[config.mk]
export PLATFORM = sky130hd
export DESIGN_NAME = gpio_edge_bank
export DESIGN_NICKNAME = d
export VERILOG_FILES = /design/src/rtl/gpio_bank_pkg.sv /design/src/rtl/gpio_bank_decode.sv /design/src/rtl/gpio_bank_regs.sv /design/src/rtl/gpio_bank_edge.sv /design/src/rtl/gpio_bank_irq.sv /design/src/rtl/gpio_edge_bank.sv
export SDC_FILE = /design/constraint.sdc
export NUM_CORES = 1
export LEC_CHECK = 0
export BUFFER_PORTS_ARGS = -buffer_cell sky130_fd_sc_hd__buf_4
export CORE_ASPECT_RATIO = 0.75
export CORE_UTILIZATION = 50
export CTS_BUF_LIST = sky130_fd_sc_hd__clkbuf_8
export CTS_CLUSTER_SIZE = 24
export DETAILED_ROUTE_END_ITERATION = 8
export GPL_TIMING_DRIVEN = 0
export PLACE_DENSITY = 0.74
export SLEW_MARGIN = 20
export SYNTH_ARGS = -nofsm -noshare
export SYNTH_HDL_FRONTEND = slang
export SYNTH_HIERARCHICAL = 1
export SYNTH_SLANG_ARGS = --single-unit
[constraint.sdc]
create_clock -name clk -period 3.85 [get_ports clk]
set_input_delay 0.385 -clock clk [delete_from_list [all_inputs] [get_ports clk]]
set_output_delay 0.385 -clock clk [all_outputs]
set_load 0.005 [all_outputs]
[src/rtl/gpio_bank_pkg.sv]
package gpio_bank_pkg;

    // Width of the bus and of the pin bank.
    localparam int unsigned BANK_W = 16;

    // Access width codes carried on bus_size.
    localparam logic [1:0] SZ_BYTE = 2'd0;
    localparam logic [1:0] SZ_HALF = 2'd1;
    localparam logic [1:0] SZ_WORD = 2'd2;

    // Register selection produced by the address decoder.
    typedef enum logic [2:0] {
        SEL_DIN  = 3'd0,
        SEL_DOUT = 3'd1,
        SEL_DIR  = 3'd2,
        SEL_EDGE = 3'd3,
        SEL_MASK = 3'd4,
        SEL_STAT = 3'd5,
        SEL_PCTL = 3'd6,
        SEL_NONE = 3'd7
    } reg_sel_e;

endpackage

[src/rtl/gpio_bank_decode.sv]
module gpio_bank_decode
    import gpio_bank_pkg::*;
#(
    parameter int ADDR_W = 8
) (
    input  logic              bus_sel,
    input  logic              bus_wr,
    input  logic [ADDR_W-1:0] bus_addr,
    input  logic [1:0]        bus_size,
    output reg_sel_e          rsel,
    output logic              wr_en,
    output logic              rd_en
);
    localparam int IDX_W = ADDR_W - 2;

    logic [IDX_W-1:0] word_idx;
    logic             aligned;
    logic             width_ok;

    assign word_idx = bus_addr[ADDR_W-1:2];
    assign aligned  = (bus_addr[1:0] == 2'b00);
    assign width_ok = (bus_size == SZ_HALF);

    always_comb begin
        rsel = SEL_NONE;
        if (aligned) begin
            unique case (word_idx)
                IDX_W'(0): rsel = SEL_DIN;
                IDX_W'(1): rsel = SEL_DOUT;
                IDX_W'(2): rsel = SEL_DIR;
                IDX_W'(3): rsel = SEL_EDGE;
                IDX_W'(4): rsel = SEL_MASK;
                IDX_W'(5): rsel = SEL_STAT;
                IDX_W'(6): rsel = SEL_PCTL;
                default:   rsel = SEL_NONE;
            endcase
        end
    end

    assign wr_en = bus_sel & bus_wr & width_ok & (rsel != SEL_NONE) & (rsel != SEL_DIN);
    assign rd_en = bus_sel & ~bus_wr & width_ok & (rsel != SEL_NONE);

endmodule

[src/rtl/gpio_bank_regs.sv]
module gpio_bank_regs
    import gpio_bank_pkg::*;
#(
    parameter int DATA_W = BANK_W
) (
    input  logic              clk,
    input  logic              rst_n,
    input  logic              wr_en,
    input  logic              rd_en,
    input  reg_sel_e          rsel,
    input  logic [DATA_W-1:0] wdata,
    input  logic [DATA_W-1:0] in_q,
    input  logic [DATA_W-1:0] status,
    output logic [DATA_W-1:0] out_q,
    output logic [DATA_W-1:0] dir_q,
    output logic [DATA_W-1:0] edge_q,
    output logic [DATA_W-1:0] mask_q,
    output logic [DATA_W-1:0] pctl_q,
    output logic [DATA_W-1:0] rdata
);
    logic [DATA_W-1:0] rd_mux;

    always_ff @(posedge clk or negedge rst_n) begin
        if (!rst_n) begin
            out_q  <= '1;
            dir_q  <= '1;
            edge_q <= '1;
            mask_q <= '1;
            pctl_q <= '1;
        end else if (wr_en) begin
            unique case (rsel)
                SEL_DOUT: out_q  <= wdata;
                SEL_DIR:  dir_q  <= wdata;
                SEL_EDGE: edge_q <= wdata;
                SEL_MASK: mask_q <= wdata;
                SEL_PCTL: pctl_q <= wdata;
                default:  ;
            endcase
        end
    end

    always_comb begin
        rd_mux = '0;
        unique case (rsel)
            SEL_DIN:  rd_mux = in_q & pctl_q;
            SEL_DOUT: rd_mux = out_q;
            SEL_DIR:  rd_mux = dir_q;
            SEL_EDGE: rd_mux = edge_q;
            SEL_MASK: rd_mux = mask_q;
            SEL_STAT: rd_mux = status;
            SEL_PCTL: rd_mux = pctl_q;
            default:  rd_mux = '0;
        endcase
    end

    assign rdata = rd_en ? rd_mux : '0;


    dir_load_chk: assert property (@(posedge clk) disable iff (!rst_n)
        (wr_en && rsel == SEL_DIR) |=> (dir_q == $past(wdata)));


    no_write_din_chk: assert property (@(posedge clk) disable iff (!rst_n)
        (rsel == SEL_DIN) |=> ($stable(out_q) && $stable(pctl_q) && $stable(mask_q)));

endmodule

[src/rtl/gpio_bank_edge.sv]
module gpio_bank_edge #(
    parameter int DATA_W = 16
) (
    input  logic              clk,
    input  logic              rst_n,
    input  logic [DATA_W-1:0] pin_in,
    input  logic [DATA_W-1:0] dir_q,
    input  logic [DATA_W-1:0] edge_q,
    input  logic [DATA_W-1:0] mask_q,
    output logic [DATA_W-1:0] in_q,
    output logic [DATA_W-1:0] evt
);
    always_ff @(posedge clk or negedge rst_n) begin
        if (!rst_n) in_q <= '0;
        else        in_q <= pin_in;
    end

    for (genvar i = 0; i < DATA_W; i++) begin : g_pin
        logic rise;
        logic fall;
        assign rise   = pin_in[i] & ~in_q[i];
        assign fall   = ~pin_in[i] & in_q[i];
        assign evt[i] = (edge_q[i] ? rise : fall) & dir_q[i] & ~mask_q[i];
    end

endmodule

[src/rtl/gpio_bank_irq.sv]
module gpio_bank_irq #(
    parameter int DATA_W = 16
) (
    input  logic              clk,
    input  logic              rst_n,
    input  logic [DATA_W-1:0] evt,
    input  logic [DATA_W-1:0] clr,
    output logic [DATA_W-1:0] status,
    output logic              irq
);
    always_ff @(posedge clk or negedge rst_n) begin
        if (!rst_n) begin
            status <= '0;
            irq    <= 1'b0;
        end else begin
            status <= (status & ~clr) | evt;
            irq    <= |status;
        end
    end


    edge_wins_chk: assert property (@(posedge clk) disable iff (!rst_n)
        (evt != '0) |=> ((status & $past(evt)) == $past(evt)));


    clear_takes_chk: assert property (@(posedge clk) disable iff (!rst_n)
        (clr != '0) |=> ((status & $past(clr) & ~$past(evt)) == '0));


    irq_rise_chk: assert property (@(posedge clk) disable iff (!rst_n)
        $rose(irq) |-> ($past(status) != '0));


    irq_fall_chk: assert property (@(posedge clk) disable iff (!rst_n)
        $fell(irq) |-> ($past(status) == '0));

endmodule

[src/rtl/gpio_edge_bank.sv]
module gpio_edge_bank
    import gpio_bank_pkg::*;
#(
    parameter int DATA_W = BANK_W,
    parameter int ADDR_W = 8
) (
    input  logic              clk,
    input  logic              rst_n,
    input  logic              bus_sel,
    input  logic              bus_wr,
    input  logic [ADDR_W-1:0] bus_addr,
    input  logic [1:0]        bus_size,
    input  logic [DATA_W-1:0] bus_wdata,
    output logic [DATA_W-1:0] bus_rdata,
    input  logic [DATA_W-1:0] pin_in,
    output logic [DATA_W-1:0] pin_oe,
    output logic [DATA_W-1:0] pin_out,
    output logic              irq
);
    reg_sel_e          rsel;
    logic              wr_en;
    logic              rd_en;
    logic [DATA_W-1:0] out_q, dir_q, edge_q, mask_q, pctl_q;
    logic [DATA_W-1:0] in_q, evt, clr, status;

    gpio_bank_decode #(.ADDR_W(ADDR_W)) u_dec (
        .bus_sel  (bus_sel),
        .bus_wr   (bus_wr),
        .bus_addr (bus_addr),
        .bus_size (bus_size),
        .rsel     (rsel),
        .wr_en    (wr_en),
        .rd_en    (rd_en)
    );

    gpio_bank_regs #(.DATA_W(DATA_W)) u_regs (
        .clk    (clk),
        .rst_n  (rst_n),
        .wr_en  (wr_en),
        .rd_en  (rd_en),
        .rsel   (rsel),
        .wdata  (bus_wdata),
        .in_q   (in_q),
        .status (status),
        .out_q  (out_q),
        .dir_q  (dir_q),
        .edge_q (edge_q),
        .mask_q (mask_q),
        .pctl_q (pctl_q),
        .rdata  (bus_rdata)
    );

    gpio_bank_edge #(.DATA_W(DATA_W)) u_edge (
        .clk    (clk),
        .rst_n  (rst_n),
        .pin_in (pin_in),
        .dir_q  (dir_q),
        .edge_q (edge_q),
        .mask_q (mask_q),
        .in_q   (in_q),
        .evt    (evt)
    );

    assign clr = (wr_en && rsel == SEL_STAT) ? bus_wdata : '0;

    gpio_bank_irq #(.DATA_W(DATA_W)) u_irq (
        .clk    (clk),
        .rst_n  (rst_n),
        .evt    (evt),
        .clr    (clr),
        .status (status),
        .irq    (irq)
    );

    assign pin_oe  = ~dir_q;
    assign pin_out = out_q & ~dir_q;


    no_drive_input_chk: assert property (@(posedge clk) disable iff (!rst_n)
        (pin_out & ~pin_oe) == '0);


    new_bit_edge_chk: assert property (@(posedge clk) disable iff (!rst_n)
        ((status & ~$past(status)) &
         (~($past(pin_in) ^ $past(in_q)) | ($past(pin_in) ^ $past(edge_q)))) == '0);


    masked_no_set_chk: assert property (@(posedge clk) disable iff (!rst_n)
        ((status & ~$past(status)) & ($past(mask_q) | ~$past(dir_q))) == '0);


    bad_width_wr_chk: assert property (@(posedge clk) disable iff (!rst_n)
        (bus_sel && bus_wr && bus_size != SZ_HALF) |=>
        ($stable(out_q) && $stable(dir_q) && $stable(edge_q) &&
         $stable(mask_q) && $stable(pctl_q)));


    always_comb begin
        if (rst_n && bus_sel && !bus_wr && bus_size != SZ_HALF) begin
            bad_width_rd_chk: assert (bus_rdata == '0);
        end
    end

endmodule

* After elaboration in Yosys (flattened, before gate mapping) *
Index checks and enable logic that the tools add are counted.

storage, ports and cells
  bits in registers = 113
  input bits = 46
  output and inout bits = 49

operators by class
  eq/ne operators = 14
  muxes and demuxes = 21
  bitwise logic cells = 126
  reductions and logical operators = 11

operator list
  cell                  number
  $pmux W16 S7          1
  $and A1 B1 Y1         71
  $not A1 Y1            49
  $and A16 B16 Y16      3
  $mux W16              2
  $not A16 Y16          2
  $pmux W3 S7           1
  $eq A6 B3 Y1 const B  3
  $mux W1               16
  $or A16 B16 Y16       1
  $reduce_or A16 Y1     1
  $eq A6 B2 Y1 const B  2
  $reduce_and A2 Y1     5
  $eq A3 B3 Y1 const B  3
  $eq A3 B2 Y1 const B  2
  $eq A6 B1 Y1 const B  1
  $logic_not A6 Y1      1
  $eq A3 B1 Y1 const B  1
  $logic_not A3 Y1      1
  $mux W3               1
  $ne A3 B3 Y1 const B  1
  $reduce_bool A3 Y1    1
  $eq A2 B1 Y1 const B  1
  $logic_not A2 Y1      1
  $logic_and A1 B1 Y1   1

* Depth between registers and ports, before layout *
Gate-level depths: netlist of run 1.

  depth in word-level cells = 11
  depth in mapped cells = 9

* Modules after synthesis *
The synthesis of run 1 kept the hierarchy.

by module, submodules not included
  module            instances  cells an instance  area an instance (um^2)  sequential area each (um^2)
  gpio_bank_regs    1          371                4197.8                   2102.0
  gpio_bank_edge    1          80                 840.8                    400.4
  gpio_bank_irq     1          54                 638.1                    425.4
  gpio_edge_bank    1          50                 301.5                    0.0
  gpio_bank_decode  1          10                 71.3                     0.0

* Least setup slack after synthesis of run 1 *
No wires, ideal clock.

  kind = in2out
  from = input bus_addr[0]
  to = output bus_rdata[13]
  data arrival time = 2.419 ns
  slack = 1.046 ns
  stages on the path = 8
  cell sequence = or4_4 or3_2 buf_2 nand2b_1 buf_1 nor3b_1 a31oi_1 a41oi_1

on the way
  cells in the longest elaborated chain, start to end = 5

RTL lines
  what                                           line                                          RTL
  start, declared                                gpio_edge_bank.sv:11                          input logic [ADDR_W-1:0] bus_addr,
  $logic_not A2 Y1 (*)                           gpio_bank_decode.sv:21                        assign aligned = (bus_addr[1:0] == 2'b00);
  $mux W3 (*)                                    gpio_bank_decode.sv:26                        if (aligned) begin
  named net rsel[1]                              gpio_edge_bank.sv:20                          reg_sel_e rsel;
  $eq A3 B3 Y1, or another cell as far along     gpio_bank_regs.sv:44                          unique case (rsel)
  $pmux W16 S7 or $and A1 B1 Y1 (tied branches)  gpio_bank_regs.sv:44, gpio_bank_decode.sv:41
  $mux W16 (*)                                   gpio_bank_regs.sv:56                          assign rdata = rd_en ? rd_mux : '0;
  end, declared                                  gpio_edge_bank.sv:14                          output logic [DATA_W-1:0] bus_rdata,

Mark *: on every way through the listed nets, which the timed path passes. The rest lies on a longest branch.

* Worst setup path in the final report of run 1 *
Ends and elaborated chain as after synthesis.

==> run summary, run 1 <==
Net Sw Frac: 22.7%
Total GRT Usage: 28.0%
core footprint: 11700 µm²
CTS tree: built
Mean Syn Cell Area: 10.7 µm²
total grt overflow: 0
Logic pwr share: 4.3%
Post-synth EDFFs: 0
share of the synthesized area in the top cell type: 34.7%
Clock power frac: 45.1%
via count: 5018
Layout area overhead: 21.4%
pwr dens: 325 nW/µm²
Synth area leaders: dfstp_2 35%, mux2_2 15%, dfrtp_1 14%, a21oi_1 3.5%, nand2_1 2.7%
status: finished clean
synthesized flop and latch total: 113
RSZ-0062 raised after global routing: no
Hold Vio Cnt, Final: 0
Post-CTS Hold Buffers: 0
CTS buffer count: 17
drt total wl: 16900 µm
Routed Antenna Nets: 0
H-tree levels: 4
initial drt markers: 500
total power draw: 2.39 mW
synthesized area: 6050 µm²
largest area contributor in the synthesized netlist: dfstp_2
Clk Latency, worst-skew pair: 440 ps
Fin Clk Skew: 10.4 ps
WP data required: 3460 ps
Sw Pwr: 0.543 mW
# port buffers: 94
fraction of layout cells with a size suffix above 1: 47.2%
P_leak: 3.07 nW
period utilization: 94.2%
final setup fails: 0
I/O pin count: 95
crit end category: output pin
Crit path arrival time: 3240 ps
post-synth cell types: 46
Internal: 1.84 mW
CTS max path bufs: 2
WL per Instance: 19.8 µm
# Max-Cap Violations: 0
Mapped Nets: 611
Max Slew Vio Count: 0
measured slew at the worst slew-check pin: 1050 ps
largest net degree at the start of global routing: 114
Initial Utilization: 51.7%
worst r2r path cells: 2
DR DRC count: 0
Seq pwr share: 50.6%
Worst-path clk slew: 70 ps
post_cts resized: 0
vias per inst: 5.88
Die Y-Extent: 97.3 µm
crit start category: input port
Post-CTS Setup Inserts: 0
total negative slack: 0 ps
ys async rst share: 100%
CP Max Fanout: 10
site row count: 34
nets: 724
die area: 12500 µm²
Final GP Congestion: 0.925
post-synthesis sequential area ratio: 48.4%
min cycle time layout: 3630 ps
DRT Pass-1 Iters: 5
initial antenna violation count: 0
placed wire-length estimate: 11300 µm
first-pass GRT wire length: 26000 µm
Root Driver: clkbuf_8
hold crit path type: input port to asynchronous set/reset pin
slew margin rel.: 30.3%
WS Path Type: input port to output pin
max frequency: 0.276 GHz
Warnings, synthesis: 6
prevailing post-synth register cell: dfstp_2
vias in the first global route: 4731
die width: 129 µm
Worst VDD drop: 203 µV
Post-Synthesis Cells: 565
Sink Count: 113
ant diodes: 0
## cells in the mapped netlist (13+ instances only)
cell type / n
a21o_1: 15
a21oi_1: 42
a31oi_1: 13
a41oi_1: 13
and2_2: 13
buf_2: 14
dfrtp_1: 33
dfstp_2: 80
inv_1: 32
mux2_2: 82
nand2_1: 43
nand2b_1: 18
nand3_1: 27
nand3b_1: 16
nor2b_1: 18
nor3b_1: 14
o21ai_0: 14
or3b_1: 16
## metal layers
metal | track usage, % | vias to the layer above | share of wire (%)
li1 | - | 2250 | -
met1 | 39.4 | 2471 | 44
met2 | 41.8 | 261 | 45
met3 | 7.21 | 36 | 9.4
met4 | 9.32 | 0 | 2.1
met5 | 0 | - | 0
## layout make-up
cell class / instances / area, µm²
repair buffers: 94 / 709
fillers: 958 / 4350
clock buffers: 23 / 317
well taps: 162 / 203
clock inverters: 9 / 67.6
plain buffers: 30 / 156
multi-input cells: 390 / 2850
flip-flops and latches: 113 / 2930
inverters: 32 / 120
## sequential cells by signal, summed over array words and instances (netlist names)
name,flops
u_irq/status,16
u_regs/pctl_q,16
u_irq/irq,1
u_regs/dir_q,16
u_regs/out_q,16
u_regs/mask_q,16
u_regs/edge_q,16
u_edge/in_q,16
## critical path, cell delays in order
cell	delay (ps)
buf_4	110
or4_4	530
or3_2	430
buf_2	170
buf_2	200
nor2_1	390
buf_2	370
a31oi_1	150
a41oi_1	340
buf_4	160
## kinds of logic (layout without fill, tap and decap cells)
kind of cell	Yosys count	after routing	share of synthesized area [%]
mux	85	85	15.8
simple gates	195	195	19.9
buf+inv	62	188	4.57
compound gates	110	110	11.4
flops	113	113	48.4
## path summary, 6_finish.rpt
check                            startpoint          endpoint  slack, ps
max                             bus_addr[0]     bus_rdata[13]        220
min                                   rst_n    u_edge/in_q[6]         30
max reg2reg                 u_irq/status[2]         u_irq/irq       2620
min reg2reg                u_irq/status[12]  u_irq/status[12]        510
max in group asynchronous             rst_n    u_edge/in_q[4]       3060
min in group clk                 pin_in[11]   u_edge/in_q[11]         60
## metrics by stage
step                area [µm²]  hold slack (ps)  utilization, %  worst slack, ps  instances
floorplan                 6050             89.4               -             1050        565
global placement          6960              489            59.5              329        821
detailed placement        6960              498            59.5              302        821
CTS                       7350             49.8            62.8              290        853
global route              7350             41.9            62.8              144        853
finish                    7350             27.8            62.8              222        853
## power groups by stage
stage | clock [mW] | sequential (mW) | combinational, mW
finish | 1.08 | 1.21 | 0.103
global placement | 0 | 1.23 | 0.0995
floorplan | 0 | 1.22 | 0.0212
detailed placement | 0 | 1.23 | 0.103
CTS | 1.09 | 1.21 | 0.103
global route | 1.16 | 1.21 | 0.112
## layout by cell type (no fill, tap or decap), types with 2 or more instances in the layout
| master | Yosys | final |
|---|---|---|
| a21o_1 | 15 | 15 |
| a21oi_1 | 42 | 42 |
| a22oi_1 | 2 | 2 |
| a31oi_1 | 13 | 13 |
| a32oi_1 | 4 | 4 |
| a41oi_1 | 13 | 13 |
| and2_1 | 4 | 4 |
| and2_2 | 13 | 13 |
| buf_1 | 5 | 5 |
| buf_2 | 14 | 14 |
| buf_4 | 3 | 96 |
| buf_6 | 2 | 3 |
| clkbuf_1 | 6 | 6 |
| clkbuf_8 | 0 | 23 |
| clkinv_2 | 0 | 3 |
| dfrtp_1 | 33 | 33 |
| dfstp_2 | 80 | 80 |
| inv_1 | 32 | 36 |
| mux2_2 | 82 | 82 |
| mux2i_1 | 3 | 3 |
| nand2_1 | 43 | 43 |
| nand2b_1 | 18 | 18 |
| nand3_1 | 27 | 27 |
| nand3b_1 | 16 | 16 |
| nand4b_1 | 2 | 2 |
| nor2_1 | 5 | 5 |
| nor2b_1 | 18 | 18 |
| nor3_1 | 2 | 2 |
| nor3b_1 | 14 | 14 |
| nor4_1 | 4 | 4 |
| o21a_1 | 2 | 2 |
| o21ai_0 | 14 | 14 |
| o22ai_1 | 2 | 2 |
| or3_2 | 3 | 3 |
| or3b_1 | 16 | 16 |
Note: power is estimated with default switching activity, not from simulation.
==> run 2: changes to the inputs <==
--- a/config.mk
+++ b/config.mk
@@ -7,6 +7,7 @@
 export LEC_CHECK = 0
 export BUFFER_PORTS_ARGS = -buffer_cell sky130_fd_sc_hd__buf_4
 export CORE_ASPECT_RATIO = 0.75
+export CORE_MARGIN = 1.5
 export CORE_UTILIZATION = 50
 export CTS_BUF_LIST = sky130_fd_sc_hd__clkbuf_8
 export CTS_CLUSTER_SIZE = 24
==> run 2 against run 1 <==
Sequential power is essentially flat. Count of clock-buffer cells in the layout fell by 2. Routed wire length rose by 0.65%. Largest power group unchanged.
==> run summary, run 2 (same netlist as run 1, synthesis figures left out) <==
status: finished clean
die area: 12800 µm²
min cycle time layout: 3590 ps
Post-CTS Hold Buffers: 0
CP max stage delay: 540 ps
area of the multi-input gates: 2850 µm²
CP Depth: 10
WP data required: 3460 ps
fraction of layout cells with a size suffix above 1: 47.1%
post_cts resized: 0
slew margin rel.: 41.6%
Hold Vio Cnt, Final: 0
Total GRT Usage: 28.0%
die width: 130 µm
Worst Path Buf+Inv: 5
register area: 2930 µm²
CTS max path bufs: 2
Root Driver: clkbuf_8
DRT Pass-1 Iters: 5
I/O pin count: 95
crit end category: output pin
WL per Instance: 20.0 µm
most common cell after layout, fill and taps aside: buf_4
Clk Latency, worst-skew pair: 440 ps
worst r2r path cells: 2
RSZ-0062 raised after global routing: no
DR DRC count: 0
first-pass GRT wire length: 26700 µm
CP Max Fanout: 10
max frequency: 0.278 GHz
drt total wl: 17000 µm
Fin Clk Skew: 10.7 ps
via count: 4966
CP Cell Sequence: buf_4 -> or4_4 -> or3_2 -> buf_2 -> buf_2 -> nor2_1 -> buf_2 -> a31oi_1 -> a41oi_1 -> buf_4
total grt overflow: 0
pre-CTS WS: 326 ps
initial drt markers: 570
largest net degree at the start of global routing: 114
commonest non-fill, non-tap cells in the layout: 96 x buf_4, 82 x mux2_2, 80 x dfstp_2
measured slew at the worst slew-check pin: 877 ps
Routed Antenna Nets: 0
# port buffers: 94
Layout area overhead: 21.9%
setup ws final: 257 ps
placed wire-length estimate: 11500 µm
Die Y-Extent: 98.3 µm
core footprint: 11700 µm²
final setup fails: 0
H-tree levels: 4
fillers: 966
pwr dens: 334 nW/µm²
# Max-Cap Violations: 0
Worst-path clk slew: 70 ps
reg2reg start: u_irq/status[2]
CTS buffer count: 17
Final GP Congestion: 0.907
site row count: 34
period utilization: 93.3%
worst reg2reg endpoint: u_irq/irq
Worst R2R Setup Slack: 2620 ps
CTS tree: built
ant diodes: 0
P_leak: 3.08 nW
Worst VDD drop: 222 µV
slowest cell on the critical path: or4_4
vias per inst: 5.83
total negative slack: 0 ps
Max Slew Vio Count: 0
CP most frequent cell: buf_2
Worst Setup SP: bus_addr[0]
Initial Utilization: 51.7%
crit start category: input port
hold crit path type: input port to flip-flop
Crit path arrival time: 3210 ps
Sink Count: 113
nets: 724
vias in the first global route: 4941
Post-CTS Setup Inserts: 0
initial antenna violation count: 0
CP Capture Point: bus_rdata[4]
Top Family by Delay on Critical Path: simple AND/OR/NAND/NOR gates
WS Path Type: input port to output pin
==> run 2: cell count changes in the layout (fill, tap and decap cells not counted) <==
cell,delta
bufinv_16,+2
buf_6,-1
clkbuf_8,-1
clkinvlp_4,-1
==> run 2: layout make-up <==
type                            count  area share (%)
Buffer                             30            2.12
Clock buffer                       21            3.92
Clock inverter                     10            1.63
Inverter                           32            1.63
Multi-Input combinational cell    390            38.6
Sequential cell                   113            39.7
Tap cell                          162            2.75
Timing Repair Buffer               94            9.66
==> run 2: worst register-to-register path, cell delays in order, from the launching register on <==
cell and delay, ps:
dfrtp_1 410, nor4_1 460, nand4_1 210
==> run 2: power by group <==
group / leakage (nW) / internal (mW) / switching [mW] / total, mW
registers: 1.25 / 1.20 / 0.00642 / 1.21
logic: 1.61 / 0.0433 / 0.0594 / 0.103
clock network: 0.226 / 0.693 / 0.463 / 1.16
total: 3.08 / 1.94 / 0.529 / 2.47
==> run 2: worst min-delay path by stage <==
stage	startpoint	end	slack (ps)	cells past startpoint
final	pin_in[6]	u_edge/in_q[6]	60	1
after global routing	pin_in[12]	u_edge/in_q[12]	40	1
after CTS	pin_in[6]	u_edge/in_q[6]	40	1
after detailed placement	u_irq/status[13]	u_irq/status[13]	490	1
after global placement	u_irq/status[9]	u_irq/status[9]	490	1
after floorplan	rst_n	u_edge/in_q[0]	90	0
==> run 2: per-layer routing <==
layer	track usage, %	share of wire (%)
met1	39.1	43
met2	41.1	45
met3	7.62	9.3
met4	12.0	2.5
met5	0	0
==> run 2: per-stage QoR <==
step	util, %	hold WS [ps]	power (mW)	std cells	cell area (µm²)
2_1_floorplan	-	89.4	1.24	565	6050
3_3_place_gp	59.5	492	1.32	821	6960
3_5_place_dp	59.5	493	1.33	821	6960
4_1_cts	63.0	44.3	2.49	852	7370
5_1_grt	63.0	44.8	2.55	852	7370
6_report	63.0	63.2	2.47	852	7370
